==> src/rtl/sab_pkg.sv <==
package sab_pkg;
    localparam int HADDR_W = 27;
    localparam int MOFF_W  = 23;
    localparam int HWA_W   = MOFF_W - 1;
    localparam int SLOT_W  = 3;
    localparam int DATA_W  = 32;
    localparam int MDATA_W = 16;

    typedef enum logic [1:0] {SP_ID = 2'd0, SP_IO = 2'd1, SP_MEM = 2'd2, SP_INT = 2'd3} space_e;
    typedef enum logic [1:0] {SZ_BYTE = 2'd0, SZ_HALF = 2'd1, SZ_WORD = 2'd2, SZ_BAD = 2'd3} size_e;
    typedef enum logic [1:0] {ST_IDLE, ST_RUN, ST_GAP, ST_DONE} state_e;

    typedef struct packed {
        logic              hit;
        logic [SLOT_W-1:0] slot;
        space_e            space;
        logic [MOFF_W-1:0] off;
    } dec_t;

    function automatic logic [MOFF_W-1:0] space_mask(space_e s);
        case (s)
            SP_ID:   return MOFF_W'(8'h3F);
            SP_MEM:  return '1;
            default: return MOFF_W'(8'h7F);
        endcase
    endfunction
endpackage

==> src/rtl/sab_decode.sv <==
module sab_decode
    import sab_pkg::*;
#(
    parameter int NSLOT = 5
) (
    input  logic [HADDR_W-1:0] addr,
    input  size_e              size,
    output dec_t               dec
);
    logic   miss;
    space_e sp;

    always_comb begin
        miss = 1'b0;
        if (addr[HADDR_W-1]) begin
            sp       = SP_MEM;
            dec.slot = addr[MOFF_W+SLOT_W-1:MOFF_W];
            dec.off  = addr[MOFF_W-1:0];
        end else begin
            dec.slot = addr[11:9];
            case (addr[8:7])
                2'd0:    sp = SP_ID;
                2'd1:    sp = SP_IO;
                2'd2:    sp = SP_INT;
                default: begin sp = SP_IO; miss = 1'b1; end
            endcase
            dec.off = MOFF_W'(addr[6:0]) & space_mask(sp);
        end
        dec.space = sp;
        dec.hit   = !miss && (int'(dec.slot) < NSLOT) && (size != SZ_BAD);
    end
endmodule

==> src/rtl/sab_lanes.sv <==
module sab_lanes
    import sab_pkg::*;
(
    input  size_e               size,
    input  logic                addr0,
    input  logic                half,
    input  logic [DATA_W-1:0]   wdata,
    input  logic [MDATA_W-1:0]  mod_rdata,
    input  logic [1:0]          mod_drive,
    output logic [1:0]          be,
    output logic [MDATA_W-1:0]  lane_wdata,
    output logic [MDATA_W-1:0]  rd16
);
    always_comb begin
        case (size)
            SZ_BYTE: begin
                be         = addr0 ? 2'b10 : 2'b01;
                lane_wdata = {wdata[7:0], wdata[7:0]};
            end
            SZ_HALF: begin
                be         = 2'b11;
                lane_wdata = wdata[15:0];
            end
            default: begin
                be         = 2'b11;
                lane_wdata = half ? wdata[31:16] : wdata[15:0];
            end
        endcase
    end

    // Undriven lanes are pulled high on the module bus
    for (genvar g = 0; g < 2; g++) begin : g_lane
        assign rd16[8*g +: 8] = mod_drive[g] ? mod_rdata[8*g +: 8] : 8'hFF;
    end
endmodule

==> src/rtl/sab_engine.sv <==
module sab_engine
    import sab_pkg::*;
#(
    parameter int NSLOT      = 5,
    parameter int TMO_CYCLES = 256
) (
    input  logic                clk,
    input  logic                rst,
    input  logic                host_valid,
    input  logic                host_write,
    input  size_e               host_size,
    input  logic [DATA_W-1:0]   host_wdata,
    input  dec_t                dec,
    output logic                host_ready,
    output logic [DATA_W-1:0]   host_rdata,
    output logic                tmo_status,
    output logic [NSLOT-1:0]    mod_sel,
    output logic [1:0]          mod_space,
    output logic [HWA_W-1:0]    mod_addr,
    output logic                mod_we,
    output size_e               cur_size,
    output logic                cur_addr0,
    output logic                cur_half,
    output logic [DATA_W-1:0]   cur_wdata,
    input  logic [MDATA_W-1:0]  rd16,
    input  logic [NSLOT-1:0]    mod_ack
);
    localparam int CNT_W = $clog2(TMO_CYCLES);
    localparam logic [CNT_W-1:0] CNT_LAST = CNT_W'(TMO_CYCLES - 1);

    state_e             st;
    logic [SLOT_W-1:0]  r_slot;
    space_e             r_space;
    logic [MOFF_W-1:0]  r_off;
    size_e              r_size;
    logic               r_we;
    logic [DATA_W-1:0]  r_wdata;
    logic               half;
    logic [CNT_W-1:0]   cnt;
    logic [DATA_W-1:0]  rbuf;
    logic               tmo_q;
    logic               ack_hit, tmo_hit, is_word;

    assign mod_sel  = (st == ST_RUN) ? ({{(NSLOT-1){1'b0}}, 1'b1} << r_slot) : '0;
    assign ack_hit  = |(mod_sel & mod_ack);
    assign tmo_hit  = (st == ST_RUN) && !ack_hit && (cnt == CNT_LAST);
    assign is_word  = (r_size == SZ_WORD);
    assign mod_addr = is_word ? {r_off[MOFF_W-1:2], half} : r_off[MOFF_W-1:1];
    assign mod_space  = r_space;
    assign mod_we     = r_we;
    assign cur_size   = r_size;
    assign cur_addr0  = r_off[0];
    assign cur_half   = half;
    assign cur_wdata  = r_wdata;
    assign host_ready = (st == ST_DONE);
    assign host_rdata = rbuf;
    assign tmo_status = tmo_q;

    always_ff @(posedge clk) begin
        if (rst) begin
            st      <= ST_IDLE;
            r_slot  <= '0;
            r_space <= SP_ID;
            r_off   <= '0;
            r_size  <= SZ_BYTE;
            r_we    <= 1'b0;
            r_wdata <= '0;
            half    <= 1'b0;
            cnt     <= '0;
            rbuf    <= '0;
            tmo_q   <= 1'b0;
        end else begin
            case (st)
                ST_IDLE: if (host_valid) begin
                    r_slot  <= dec.slot;
                    r_space <= dec.space;
                    r_off   <= dec.off;
                    r_size  <= host_size;
                    r_we    <= host_write;
                    r_wdata <= host_wdata;
                    half    <= 1'b0;
                    cnt     <= '0;
                    rbuf    <= dec.hit ? '0 : '1;
                    st      <= dec.hit ? ST_RUN : ST_DONE;
                end
                ST_RUN: begin
                    if (ack_hit) begin
                        cnt <= '0;
                        if (!r_we) begin
                            case (r_size)
                                SZ_BYTE: rbuf <= {24'h0, r_off[0] ? rd16[15:8] : rd16[7:0]};
                                SZ_HALF: rbuf <= {16'h0, rd16};
                                default: if (half) rbuf[31:16] <= rd16;
                                         else      rbuf[15:0]  <= rd16;
                            endcase
                        end
                        if (is_word && !half) begin
                            half <= 1'b1;
                            st   <= ST_GAP;
                        end else begin
                            st <= ST_DONE;
                        end
                    end else if (tmo_hit) begin
                        rbuf  <= '1;
                        tmo_q <= 1'b1;
                        st    <= ST_DONE;
                    end else begin
                        cnt <= cnt + 1'b1;
                    end
                end
                ST_GAP:  st <= ST_RUN;
                default: st <= ST_IDLE;
            endcase
        end
    end


    sel_onehot_chk: assert property (@(posedge clk) disable iff (rst) $onehot0(mod_sel));

    sel_hold_chk: assert property (@(posedge clk) disable iff (rst)
        (mod_sel != '0 && !ack_hit && !tmo_hit) |=> ($stable(mod_sel) && $stable(mod_addr) && $stable(mod_we) && $stable(mod_space)));

    split_gap_chk: assert property (@(posedge clk) disable iff (rst)
        (ack_hit && is_word && !half) |=> (mod_sel == '0 && !host_ready));

    ready_pulse_chk: assert property (@(posedge clk) disable iff (rst) host_ready |=> !host_ready);

    tmo_sticky_chk: assert property (@(posedge clk) disable iff (rst) tmo_status |=> tmo_status);

    tmo_ones_chk: assert property (@(posedge clk) disable iff (rst)
        (mod_sel != '0 && !ack_hit && cnt == CNT_LAST) |=> (host_ready && host_rdata == '1 && tmo_status));
endmodule

==> src/rtl/slot_bridge.sv <==
module slot_bridge
    import sab_pkg::*;
#(
    parameter int NSLOT      = 5,
    parameter int TMO_CYCLES = 256
) (
    input  logic                clk,
    input  logic                rst,
    input  logic                host_valid,
    output logic                host_ready,
    input  logic                host_write,
    input  logic [1:0]          host_size,
    input  logic [HADDR_W-1:0]  host_addr,
    input  logic [DATA_W-1:0]   host_wdata,
    output logic [DATA_W-1:0]   host_rdata,
    output logic                tmo_status,
    output logic [NSLOT-1:0]    mod_sel,
    output logic [1:0]          mod_space,
    output logic [HWA_W-1:0]    mod_addr,
    output logic [1:0]          mod_be,
    output logic                mod_we,
    output logic [MDATA_W-1:0]  mod_wdata,
    input  logic [MDATA_W-1:0]  mod_rdata,
    input  logic [1:0]          mod_drive,
    input  logic [NSLOT-1:0]    mod_ack
);
    dec_t               dec;
    size_e              cur_size;
    logic               cur_addr0, cur_half;
    logic [DATA_W-1:0]  cur_wdata;
    logic [MDATA_W-1:0] rd16;

    sab_decode #(.NSLOT(NSLOT)) u_dec (
        .addr (host_addr),
        .size (size_e'(host_size)),
        .dec  (dec)
    );

    sab_engine #(.NSLOT(NSLOT), .TMO_CYCLES(TMO_CYCLES)) u_eng (
        .clk        (clk),
        .rst        (rst),
        .host_valid (host_valid),
        .host_write (host_write),
        .host_size  (size_e'(host_size)),
        .host_wdata (host_wdata),
        .dec        (dec),
        .host_ready (host_ready),
        .host_rdata (host_rdata),
        .tmo_status (tmo_status),
        .mod_sel    (mod_sel),
        .mod_space  (mod_space),
        .mod_addr   (mod_addr),
        .mod_we     (mod_we),
        .cur_size   (cur_size),
        .cur_addr0  (cur_addr0),
        .cur_half   (cur_half),
        .cur_wdata  (cur_wdata),
        .rd16       (rd16),
        .mod_ack    (mod_ack)
    );

    sab_lanes u_lanes (
        .size       (cur_size),
        .addr0      (cur_addr0),
        .half       (cur_half),
        .wdata      (cur_wdata),
        .mod_rdata  (mod_rdata),
        .mod_drive  (mod_drive),
        .be         (mod_be),
        .lane_wdata (mod_wdata),
        .rd16       (rd16)
    );
endmodule

==> config.mk <==
export PLATFORM = sky130hd
export DESIGN_NAME = slot_bridge
export DESIGN_NICKNAME = d
export VERILOG_FILES = /design/src/rtl/sab_pkg.sv /design/src/rtl/sab_decode.sv /design/src/rtl/sab_lanes.sv /design/src/rtl/sab_engine.sv /design/src/rtl/slot_bridge.sv
export SDC_FILE = /design/constraint.sdc
export NUM_CORES = 1
export LEC_CHECK = 0
export ABC_AREA = 1
export BUFFER_PORTS_ARGS = -buffer_cell sky130_fd_sc_hd__buf_2
export CORE_AREA = 4 4 114 116
export CTS_BUF_LIST = sky130_fd_sc_hd__clkbuf_4 sky130_fd_sc_hd__clkbuf_8
export CTS_CLUSTER_SIZE = 30
export DETAILED_ROUTE_END_ITERATION = 7
export DIE_AREA = 0 0 118 120
export GPL_ROUTABILITY_DRIVEN = 0
export GPL_TIMING_DRIVEN = 0
export PLACE_DENSITY = 0.74
export SYNTH_ARGS = -nofsm -noshare
export SYNTH_HDL_FRONTEND = slang
export SYNTH_SLANG_ARGS = --single-unit
==> constraint.sdc <==
create_clock -name clk -period 1.5 [get_ports clk]
set_input_delay 0.3 -clock clk [delete_from_list [all_inputs] [get_ports clk]]
set_output_delay 0.3 -clock clk [all_outputs]
set_load 0.03 [all_outputs]
==> reports/qor.json <==
{
  "grt_overflow": 0,
  "drt_iter0_drcs": 436,
  "drt.antenna.violating_nets": 0,
  "cts_tree": "built",
  "grt_first_pass_wirelength_um": 27460,
  "first_pass_iters": 5,
  "reg2regPathDepth": 13,
  "cts_root_buf": "clkbuf_8",
  "tritoncts_num_sinks": 107,
  "placement_row_count": 40,
  "dp_cells": 1096,
  "cp_data_arrival_time_ns": 1.57,
  "tns_ns": -17.16,
  "cp_data_required_time_ns": 1.20,
  "fraction_of_layout_cells_with_a_size_suffix_above_1_pct": 45.87,
  "worst_skew_late_latency_ns": 0.38,
  "cp-endpoint": "mod_wdata[12]",
  "power.density_nw_per_um2": 1154,
  "placement.io_buffers": 168,
  "final.hold.worst_slack_ns": 0.1360,
  "synthArstFlopShare_pct": 0,
  "viasPerCell": 5.271,
  "finalMaxSlewViolations": 0,
  "synth_ff_type": "dfxtp_1",
  "min_period_over_period_pct": 124.5,
  "remaining_drc_errors": 0,
  "r2r-end": "u_eng.host_rdata[11]",
  "rsz0062_at_grt": "true",
  "number_of_cts_inserted_buffers": 9,
  "max_stage_delay_ns": 0.44,
  "syn-num-nets": 870,
  "stdcell_count": 1176,
  "drt_wl_total_um": 18440,
  "floorplan.die.height_um": 120,
  "wire_per_inst_um": 15.68,
  "initial_utilization_pct": 44.67,
  "post_synth_edffs": 0,
  "syn-cell-area_um2": 5321,
  "num_vias": 6199,
  "max_slew_margin_pct": 59.48,
  "vdd_drop_max_uv": 798.8,
  "hold_path_class": "in -> reg",
  "cts.hold.buffers_added": 0,
  "finalSetupViolations": 67,
  "syn_inst": 781,
  "area_delta_synth_final_pct": 55.16,
  "floorplan.die.width_um": 118,
  "seq_area_frac_synth_pct": 40.25,
  "startpoint_type": "flip-flop",
  "timing.final.crit_period_ns": 1.867,
  "cells_along_the_critical_path": "clkinv_8, buf_12, a21oi_2, o21ai_1, o211ai_1, buf_4",
  "die_area_um2": 14160,
  "first_global_vias": 5731,
  "final_common_cell": "buf_2",
  "maximum_number_of_pins_on_one_net_before_global_route_repair": 17,
  "synth-warning-count": 0,
  "power.leakage_nw": 3.883,
  "crit_type": "reg -> out",
  "postSynthRegisterBits": 107,
  "cts.path.max_buffers": 2,
  "cp_slowest_cell": "dfxtp_4",
  "synth_unique_cells": 34,
  "failing_checks": "negative setup slack",
  "cts_htree_levels": 3,
  "antenna_found_initial": 0,
  "rr_startpoint": "u_eng.st[0]",
  "dp.final_hpwl_um": 11660,
  "syn_avg_cell_area_um2": 6.814,
  "grt_usage_pct": 23.82,
  "finalHoldViolCount": 0,
  "clock_skew_ns": 0.007701,
  "timing.critical_path.fanout_max": 7,
  "critPathLaunch": "u_eng.cur_half",
  "final_critical_path_setup_slack_ns": -0.3669,
  "clock.fmax_mhz": 535.7,
  "layout.cells.most_common_list": "buf_2 (150), nand2_1 (141), nor2_1 (107)",
  "reg2reg_setup_slack_ns": -0.32,
  "status": "finished, violations left",
  "fillCellCount": 961,
  "io_pins": 170,
  "timing_worst_slew_pin_value_ns": 0.6077,
  "cts.reportedPaths.clkPinSlew_ns": 0.10,
  "setup.worst_path.end_class": "primary output",
  "core_region_area_um2": 11910,
  "antenna-diode-count": 0,
  "nNetsFinal": 1114,
  "timing.max_cap.violations": 0
}
[final cells by class]
cell class | instances | area, um^2 | area share [%]
buffer | 62 | 533.0 | 6.456
clock inverter | 3 | 46.29 | 0.5607
sequential | 107 | 2176 | 26.35
tap | 147 | 183.9 | 2.228
multi-input combinational | 562 | 3282 | 39.75
timing repair buffer | 237 | 1652 | 20.00
inverter | 46 | 225.2 | 2.728
clock buffer | 12 | 158.9 | 1.925
[sequential cells by signal (all words and copies together), names as in the netlist, 2 cells and up]
name	count
u_eng.cur_wdata	32
u_eng.r_slot	3
u_eng.mod_space	2
u_eng.cur_size	2
u_eng.cnt	8
u_eng.st	2
u_eng.r_off	23
u_eng.host_rdata	32
[repair_timing]
action                                  in CTS  in global routing
endpoints found under the setup margin     130                130
endpoints found under the hold margin        0                  0
cloned                                       6                  3
setup buffers                               49                 15
gates resized for setup                    166                129
pin swaps                                   69                 35
[layer usage]
layer,track usage (%),vias up,wire length (um)
met5,0,-,0
li1,-,3009,-
met3,4.807,49,1382
met1,29.32,2845,7515
met4,9.304,0,551
met2,41.00,296,8993
[worst min-delay path by stage]
stage / start / end / slack, ns / cells past startpoint
after global routing: host_addr[3] / u_eng.r_off[3] / 0.13 / 3
after detailed placement: u_eng.cnt[0] / u_eng.cnt[0] / 0.44 / 1
after floorplan: u_eng.cnt[0] / u_eng.cnt[0] / 0.42 / 1
after global placement: u_eng.cnt[0] / u_eng.cnt[0] / 0.44 / 1
after CTS: host_wdata[29] / u_eng.cur_wdata[29] / 0.12 / 3
final: host_wdata[17] / u_eng.cur_wdata[17] / 0.14 / 3
[stage by stage]
step | worst slack [ns] | utilization (%) | power, mW | area (um^2)
final | -0.3669 | 69.32 | 9.527 | 8257
after global routing | -0.4258 | 69.32 | 10.01 | 8257
after CTS | -0.3430 | 65.25 | 9.132 | 7772
after detailed placement | -0.5547 | 54.85 | 6.492 | 6534
after global placement | -0.5447 | 54.85 | 6.465 | 6534
after floorplan | -0.2171 | - | 5.643 | 5509
[report_power, final]
part           total (mW)  internal (mW)  switching, mW
logic                4.17           1.71           2.45
registers            3.48           3.22          0.264
clock network        1.88          0.880          0.997
[cells in the mapped netlist (all sizes together), types with 4 or more instances]
cell,n,area (um^2)
nand3,63,325.3
a21oi,55,275.3
nand4,5,31.28
o211ai,8,60.06
o21ai,86,430.4
or2,6,37.54
clkinv,4,16.26
nand2,165,639.4
nor2,151,631.9
inv,42,157.7
nor3,4,20.02
clkbuf,32,120.1
dfxtp,107,2142
mux2,7,78.83
buf,35,264.0
[logic make-up after synthesis]
family / count (synthesis) / share of synthesized area (%)
multiplexers: 7 / 1.481
AO/OA/AOI/OAI: 154 / 15.21
adder cells (fa/ha/maj): 1 / 0.2351
buffers and inverters: 113 / 10.49
AND/OR/NAND/NOR: 398 / 32.17
XOR/XNOR: 1 / 0.1646
flip-flops: 107 / 40.25
[worst max-delay path, delay by kind of cell (launching register included)]
family | cells | cell delay, ns
compound gates | 3 | 0.32
buf+inv | 3 | 0.43
flops | 1 | 0.44
Power figures use the tool's default switching activity.
